### config.mk
export PLATFORM = sky130hd
export DESIGN_NAME = rdma_bridge
export DESIGN_NICKNAME = d
export VERILOG_FILES = /design/src/rtl/rdma_pkg.sv /design/src/rtl/rdma_ctrl.sv /design/src/rtl/rdma_datapath.sv /design/src/rtl/rdma_bridge.sv
export SDC_FILE = /design/constraint.sdc
export NUM_CORES = 1
export LEC_CHECK = 0
export BUFFER_PORTS_ARGS = -buffer_cell sky130_fd_sc_hd__buf_4
export CORE_MARGIN = 2
export CORE_UTILIZATION = 34
export DETAILED_ROUTE_END_ITERATION = 6
export PLACE_DENSITY = 0.7
export SYNTH_ARGS = -nofsm -noshare
export SYNTH_HDL_FRONTEND = slang
export SYNTH_HIERARCHICAL = 1
export SYNTH_SLANG_ARGS = --single-unit
### constraint.sdc
create_clock -name clk -period 4.4 [get_ports clk]
set_input_delay 0.66 -clock clk [delete_from_list [all_inputs] [get_ports clk]]
set_output_delay 0.66 -clock clk [all_outputs]
set_load 0.005 [all_outputs]
### src/rtl/rdma_pkg.sv
package rdma_pkg;
  typedef enum logic [1:0] {
    ST_IDLE  = 2'd0,
    ST_WAIT  = 2'd1,
    ST_PULSE = 2'd2
  } ctrlState_e;

  // Strobes from control to datapath
  typedef struct packed {
    logic captureTag;  // last strobe cycle of a chip-to-buffer byte
    logic clearStop;   // direction bit low
  } dpStrobe_t;

  localparam int TAG_W   = 2;
  localparam int STOP_TAG = 1;  // tag bit that marks end/secondary
endpackage

### src/rtl/rdma_ctrl.sv
module rdma_ctrl
  import rdma_pkg::*;
#(
  parameter int LEN_W = 4
) (
  input  logic             clk,
  input  logic             rst_n,
  input  logic             remEnN,
  input  logic             dirIn,
  input  logic             cycleStart,
  input  logic             delayRd,
  input  logic [LEN_W-1:0] strobeLen,
  input  logic             stopQ,
  output logic             ioGoN,
  output dpStrobe_t        dpStrobe
);
  ctrlState_e      state;
  logic [LEN_W-1:0] cnt;
  logic            xferDir;
  logic [LEN_W-1:0] lenEff;
  logic            startOk;
  logic            lastBeat;

  assign lenEff   = (strobeLen == '0) ? LEN_W'(1) : strobeLen;
  assign startOk  = cycleStart && !remEnN && !stopQ && (state == ST_IDLE);
  assign lastBeat = (state == ST_PULSE) && (cnt == LEN_W'(1)) && !remEnN;

  always_ff @(posedge clk or negedge rst_n) begin
    if (!rst_n) begin
      state   <= ST_IDLE;
      cnt     <= '0;
      xferDir <= 1'b0;
    end else begin
      case (state)
        ST_IDLE: begin
          if (startOk) begin
            xferDir <= dirIn;
            cnt     <= lenEff;
            state   <= dirIn ? ST_PULSE : ST_WAIT;
          end
        end
        ST_WAIT: begin
          if (remEnN)       state <= ST_IDLE;
          else if (delayRd) state <= ST_PULSE;
        end
        ST_PULSE: begin
          if (remEnN || cnt == LEN_W'(1)) state <= ST_IDLE;
          else cnt <= cnt - LEN_W'(1);
        end
        default: state <= ST_IDLE;
      endcase
    end
  end

  assign ioGoN               = (state != ST_PULSE);
  assign dpStrobe.captureTag = lastBeat && xferDir;
  assign dpStrobe.clearStop  = !dirIn;
endmodule

### src/rtl/rdma_datapath.sv
module rdma_datapath
  import rdma_pkg::*;
#(
  parameter int CHIP_ADDR_W = 3,
  parameter int FIFO_ADDR   = 2,
  parameter int NUM_BANKS   = 2
) (
  input  logic                   clk,
  input  logic                   rst_n,
  input  logic                   remEnN,
  input  logic                   dirIn,
  input  logic [CHIP_ADDR_W-1:0] dmaAddr,
  input  logic                   dmaRw,
  input  logic                   dmaReq,
  input  logic [TAG_W-1:0]       tagIn,
  input  dpStrobe_t              dpStrobe,
  output logic [CHIP_ADDR_W-1:0] chipAddr,
  output logic                   chipRw,
  output logic [TAG_W-1:0]       tagQ,
  output logic                   stopQ,
  output logic                   remGrantOk,
  output logic [NUM_BANKS-1:0]   bankSel
);
  localparam int BANK_W = (NUM_BANKS > 1) ? $clog2(NUM_BANKS) : 1;

  always_ff @(posedge clk or negedge rst_n) begin
    if (!rst_n) begin
      tagQ  <= '0;
      stopQ <= 1'b0;
    end else begin
      if (dpStrobe.captureTag) tagQ <= tagIn;
      if (dpStrobe.clearStop) stopQ <= 1'b0;
      else if (dpStrobe.captureTag && tagIn[STOP_TAG]) stopQ <= 1'b1;
    end
  end

  assign chipAddr   = remEnN ? dmaAddr : CHIP_ADDR_W'(FIFO_ADDR);
  assign chipRw     = remEnN ? dmaRw : dirIn;
  assign remGrantOk = dmaReq && !stopQ;

  for (genvar b = 0; b < NUM_BANKS; b++) begin : g_bank
    assign bankSel[b] = (dmaAddr[BANK_W-1:0] == BANK_W'(b));
  end
endmodule

### src/rtl/rdma_bridge.sv
module rdma_bridge
  import rdma_pkg::*;
#(
  parameter int CHIP_ADDR_W = 3,
  parameter int FIFO_ADDR   = 2,
  parameter int NUM_BANKS   = 2,
  parameter int LEN_W       = 4
) (
  input  logic                   clk,
  input  logic                   rst_n,
  input  logic                   remEnN,
  input  logic                   dirIn,
  input  logic                   cycleStart,
  input  logic                   delayRd,
  input  logic [LEN_W-1:0]       strobeLen,
  input  logic [CHIP_ADDR_W-1:0] dmaAddr,
  input  logic                   dmaRw,
  input  logic                   dmaReq,
  input  logic [1:0]             tagIn,
  output logic [CHIP_ADDR_W-1:0] chipAddr,
  output logic                   chipRw,
  output logic                   ioGoN,
  output logic [1:0]             tagQ,
  output logic                   stopStat,
  output logic                   remGrantOk,
  output logic [NUM_BANKS-1:0]   bankSel
);
  dpStrobe_t dpStrobe;

  rdma_ctrl #(.LEN_W(LEN_W)) u_ctrl (
    .clk(clk), .rst_n(rst_n), .remEnN(remEnN), .dirIn(dirIn),
    .cycleStart(cycleStart), .delayRd(delayRd), .strobeLen(strobeLen),
    .stopQ(stopStat), .ioGoN(ioGoN), .dpStrobe(dpStrobe)
  );

  rdma_datapath #(
    .CHIP_ADDR_W(CHIP_ADDR_W), .FIFO_ADDR(FIFO_ADDR), .NUM_BANKS(NUM_BANKS)
  ) u_dp (
    .clk(clk), .rst_n(rst_n), .remEnN(remEnN), .dirIn(dirIn),
    .dmaAddr(dmaAddr), .dmaRw(dmaRw), .dmaReq(dmaReq), .tagIn(tagIn),
    .dpStrobe(dpStrobe), .chipAddr(chipAddr), .chipRw(chipRw),
    .tagQ(tagQ), .stopQ(stopStat), .remGrantOk(remGrantOk), .bankSel(bankSel)
  );
endmodule

* After elaboration in Yosys (flattened, before gate mapping)
Cells that the tools add are included.
Widths: inputs -> output; s select.
** Operators by class
- Add/subtract/negate cells :: 1
- Eq/ne operators :: 9
- Mux-type cells :: 14
- Bitwise gates (word level) :: 1
- Reduce and logical (&&, ||, !) cells :: 17
** Operator list (count)
- $mux 4 :: 3
- $mux 2 :: 5
- $logic_and 1x1->1 :: 8
- $pmux 4 s2 :: 1
- $ne 2x2->1 const B :: 3
- $pmux 2 s3 :: 1
- $reduce_and 3->1 :: 2
- $eq 4x1->1 const B :: 1
- $logic_not 4->1 :: 1
- $ne 2x1->1 const B :: 2
- $sub 4x1->4 const B :: 1
- $mux 1 :: 3
- $mux 3 :: 1
- $ne 3x3->1 const B :: 1
- $eq 2x1->1 const B :: 1
- $eq 2x2->1 const B :: 1
- $logic_not 1->1 :: 2
- $logic_not 2->1 :: 1
- $reduce_and 2->1 :: 1
- $reduce_bool 2->1 :: 1
- $logic_or 1x1->1 :: 1
- $not 1->1 :: 1
** Storage, ports and cells
- Flip-flop bits (word level) :: 10
- Input bits :: 17
- Output and inout bits :: 11
- Logic and storage cells :: 47

* Logic depth before layout (Yosys ltp)
- Word-level depth :: 7
- Depth in mapped cells :: 7
- Mapped depth without buffers :: 7

* Hierarchy
Netlist, hierarchy kept.
** By module, submodules not included
- rdma_ctrl :: instances 1, cells each 51, area each 460.4 µm², seq. area each 175.2 µm²
- rdma_datapath :: instances 1, cells each 14, area each 165.2 µm², seq. area each 75.1 µm²

* Worst setup path before layout
OpenSTA, ideal clock, no wires.
- Path kind :: input -> register
- From :: input remEnN
- To :: register u_dp.tagQ[0]
- Setup time :: 0.125 ns
- Data arrival time :: 1.604 ns
- Required time :: 4.275 ns
- Setup slack :: 2.671 ns
- Stages on the path :: 3
- Buffers on the path :: 0
- Path through :: or3b_4 nor2_1 mux2_4
** RTL lines
- from (decl) :: RTL line rdma_bridge.sv:11 : input logic remEnN,
- to (signal assigned) :: RTL line rdma_datapath.sv:31 : if (dpStrobe.captureTag) tagQ <= tagIn;
- to (decl) :: RTL line rdma_datapath.sv:19 : output logic [TAG_W-1:0] tagQ,

* Final worst setup path
- From :: register u_ctrl.state[0]
- To :: output ioGoN
** Between the ends
- Cells in the longest elaborated chain, start to end :: 1
** Ends and longest elaborated chain
- from (decl) :: RTL line rdma_ctrl.sv:17 : ctrlState_e state;
- from (signal assigned) :: RTL line rdma_ctrl.sv:39 : state <= dirIn ? ST_PULSE : ST_WAIT;
- $ne 2x2->1 :: RTL line rdma_ctrl.sv:55 : assign ioGoN = (state != ST_PULSE);
- to (decl) :: RTL line rdma_bridge.sv:22 : output logic ioGoN,
No other way between the ends.

==> flow_summary.ini <==
[logic_synthesis]
synthSimpleGateAreaFrac_pct = 24.40
synth_compound_area_share_pct = 17.60
synth_warnings = 6
syn_area_um2 = 625.6
muxShareOfSynthArea_pct = 9.000
avgSynthCellArea_um2 = 9.625
synth-adder-area-share_pct = 4.000
synth_top_family_by_area = simple AND/OR/NAND/NOR gates
ys_seq_elements = 10
ys_types = 27
yosysSeqAreaShare_pct = 40.00
synthCells = 65
syn_nets = 84
yosys.area_share.xor_xnor_pct = 0

[worst_setup_path]
path_cells = nand2b_1 > buf_4
end_kind = primary output
crit_buf_inv = 1
slowest_stage = dfrtp_1
critPathTopFamily = flip-flops
slowest_delay_ps = 500
cp.arrival_ps = 1320
crit_type = reg -> out
path_max_fanout = 11
required_ps = 3740
r2r_setup_slack_ps = 2650
setup.worst_path.start_class = flop

[global_route]
grt_max_degree = 12
grt_pass1_wl_um = 2132
grt_pass1_vias = 538
antenna_found_initial = 0
overflow = 0
grtUsageTotal_pct = 14.15

[finish]
drive_gt1_share_pct = 40.86
nFillCells = 172
diodes = 0
fin_nets = 114
final_cell_mix = buf_4 (27), nor2_1 (10), dfrtp_1 (10)
area_growth_pct = 39.00
layout_commonest_cell = buf_4

[placed_design]
numPortBuffers = 27
dpl_worst_slack_ps = 2477
gp_congestion = 0.8256

[timing]
worstMarginPinSlew_ps = 378.2
finalCritPeriodShare_pct = 45.10
tns_ps = 0
finalHoldViolCount = 0
fmax_ghz = 0.5040
slew_violations = 0
relSlewSlack_pct = 74.67
finalSetupViolations = 0
finalClockSkew_ps = 12.77
rsz0062_at_grt = false
fin_ws_ps = 2416
min_period_ps = 1984
timing.hold.ws_ps = 212.5

[drt]
drt_iter0_drc = 17
dr_total_vias = 562
ant_nets = 0
wire_per_inst_um = 12.04
vias_per_cell = 4.763
routed_wl_um = 1421
drt_first_pass_iters = 4
drc_errors = 0

[clock_tree]
post-cts-setup-buffers = 0
cts_inserted_buffers = 3
cts_root_buffer = clkbuf_4
max-clock-path-buffers = 2
cts-resized-gates = 0
htreeDepth = 1
clk_latency_ps = 260
clock_sinks = 10
cts_tree = built
clk_pin_slew_ps = 70
cts_hold_buf = 0

[power_and_ir_drop]
p_total_uw = 319.4
seq_power_share_pct = 44.6
intPower_uw = 215.0
pwr-share-comb_pct = 36.7
p_sw_share_pct = 32.69
power.density_mw_per_mm2 = 367.3
switching_power_uw = 104.4
p_clk_share_pct = 18.7
vdd_ir_drop_max_mv = 0.2173
leakage_uw = 0.0004250

[floorplan]
fp.dieW_um = 46.90
row_count = 15
die_area_mm2 = 0.002199
ios = 28
die_y_um = 46.90
core_mm2 = 0.001727
initial_core_util_pct = 36.23

[flow_run]
cap_violations = 0

[status]
status = finished clean

[min_path]
hold_path.class = in -> async
[final timing paths]
| check | from | end | depth (start not counted) |
|---|---|---|---|
| max | u_ctrl/state[0] | ioGoN | 2 |
| min | rst_n | u_ctrl/state[0] | 1 |
| max reg2reg | u_ctrl/cnt[1] | u_dp/tagQ[0] | 6 |
| min reg2reg | u_ctrl/xferDir | u_ctrl/xferDir | 1 |
| max in group asynchronous | rst_n | u_ctrl/cnt[1] | 1 |
| min in group clk | u_ctrl/xferDir | u_ctrl/xferDir | 1 |
[final cells by class]
cell class	instances	area, µm²	share of cell area [%]
repair buffers	27	202.7	23.31
multi-input cells	48	344.1	39.57
well taps	25	31.28	3.597
clock buffers	3	22.52	2.590
inverters	5	18.77	2.158
flip-flops and latches	10	250.2	28.78
[cells by family (layout without fill, tap and decap cells)]
group,count (synthesis),in the layout
buffers and inverters,7,35
AO/OA/AOI/OAI,14,14
AND/OR/NAND/NOR,28,28
multiplexers,4,4
adder cells (fa/ha/maj),2,2
flip-flops,10,10
[registers in the layout, summed over array words and instances, names as in the netlist]
name / count
u_ctrl/cnt: 4
u_ctrl/state: 2
u_ctrl/xferDir: 1
u_dp/stopQ: 1
u_dp/tagQ: 2
[synthesized netlist by cell type]
cell	instances	area share, %
a211oi_1	1	1.2
a21oi_1	5	4.0
a22oi_1	1	1.2
and2_1	2	2.0
and3_1	1	1.0
buf_2	1	0.80
buf_4	1	1.2
dfrtp_1	10	40
ha_1	2	4.0
inv_1	5	3.0
mux2_1	1	1.8
mux2_4	3	7.2
nand2_1	2	1.2
nand2b_1	3	3.0
nor2_1	10	6.0
nor2_2	1	1.0
nor2b_1	1	1.0
nor3_1	4	3.2
nor3b_1	1	1.2
nor3b_2	1	2.0
o21ai_1	2	1.6
o22ai_1	1	1.0
o2bb2ai_1	2	2.8
o31a_1	1	1.4
o32ai_4	1	4.4
or2_2	1	1.0
or3b_4	1	1.8
[power by group through the flow]
stage	Clock, µW	Sequential (µW)	Combinational [µW]
after floorplan	0	138	74.4
after global placement	0	142	115
after detailed placement	0	143	117
after CTS	62.0	141	118
after global routing	68.3	146	131
final	59.8	143	117
[stage by stage]
stage	std cells	utilization (%)	cell area, µm²
3_5_place_dp	115	49.06	847.1
2_1_floorplan	65	-	625.6
3_3_place_gp	115	49.06	847.1
4_1_cts	118	50.36	869.6
5_1_grt	118	50.36	869.6
6_report	118	50.36	869.6
[per-layer routing]
layer	vias up	global-route usage, %	routed length, µm
met1	259	15.71	631
li1	285	-	-
met3	2	4.615	77
met2	16	24.93	699
met5	-	0	0
met4	0	5.556	14
(Power assumes the default switching activity.)
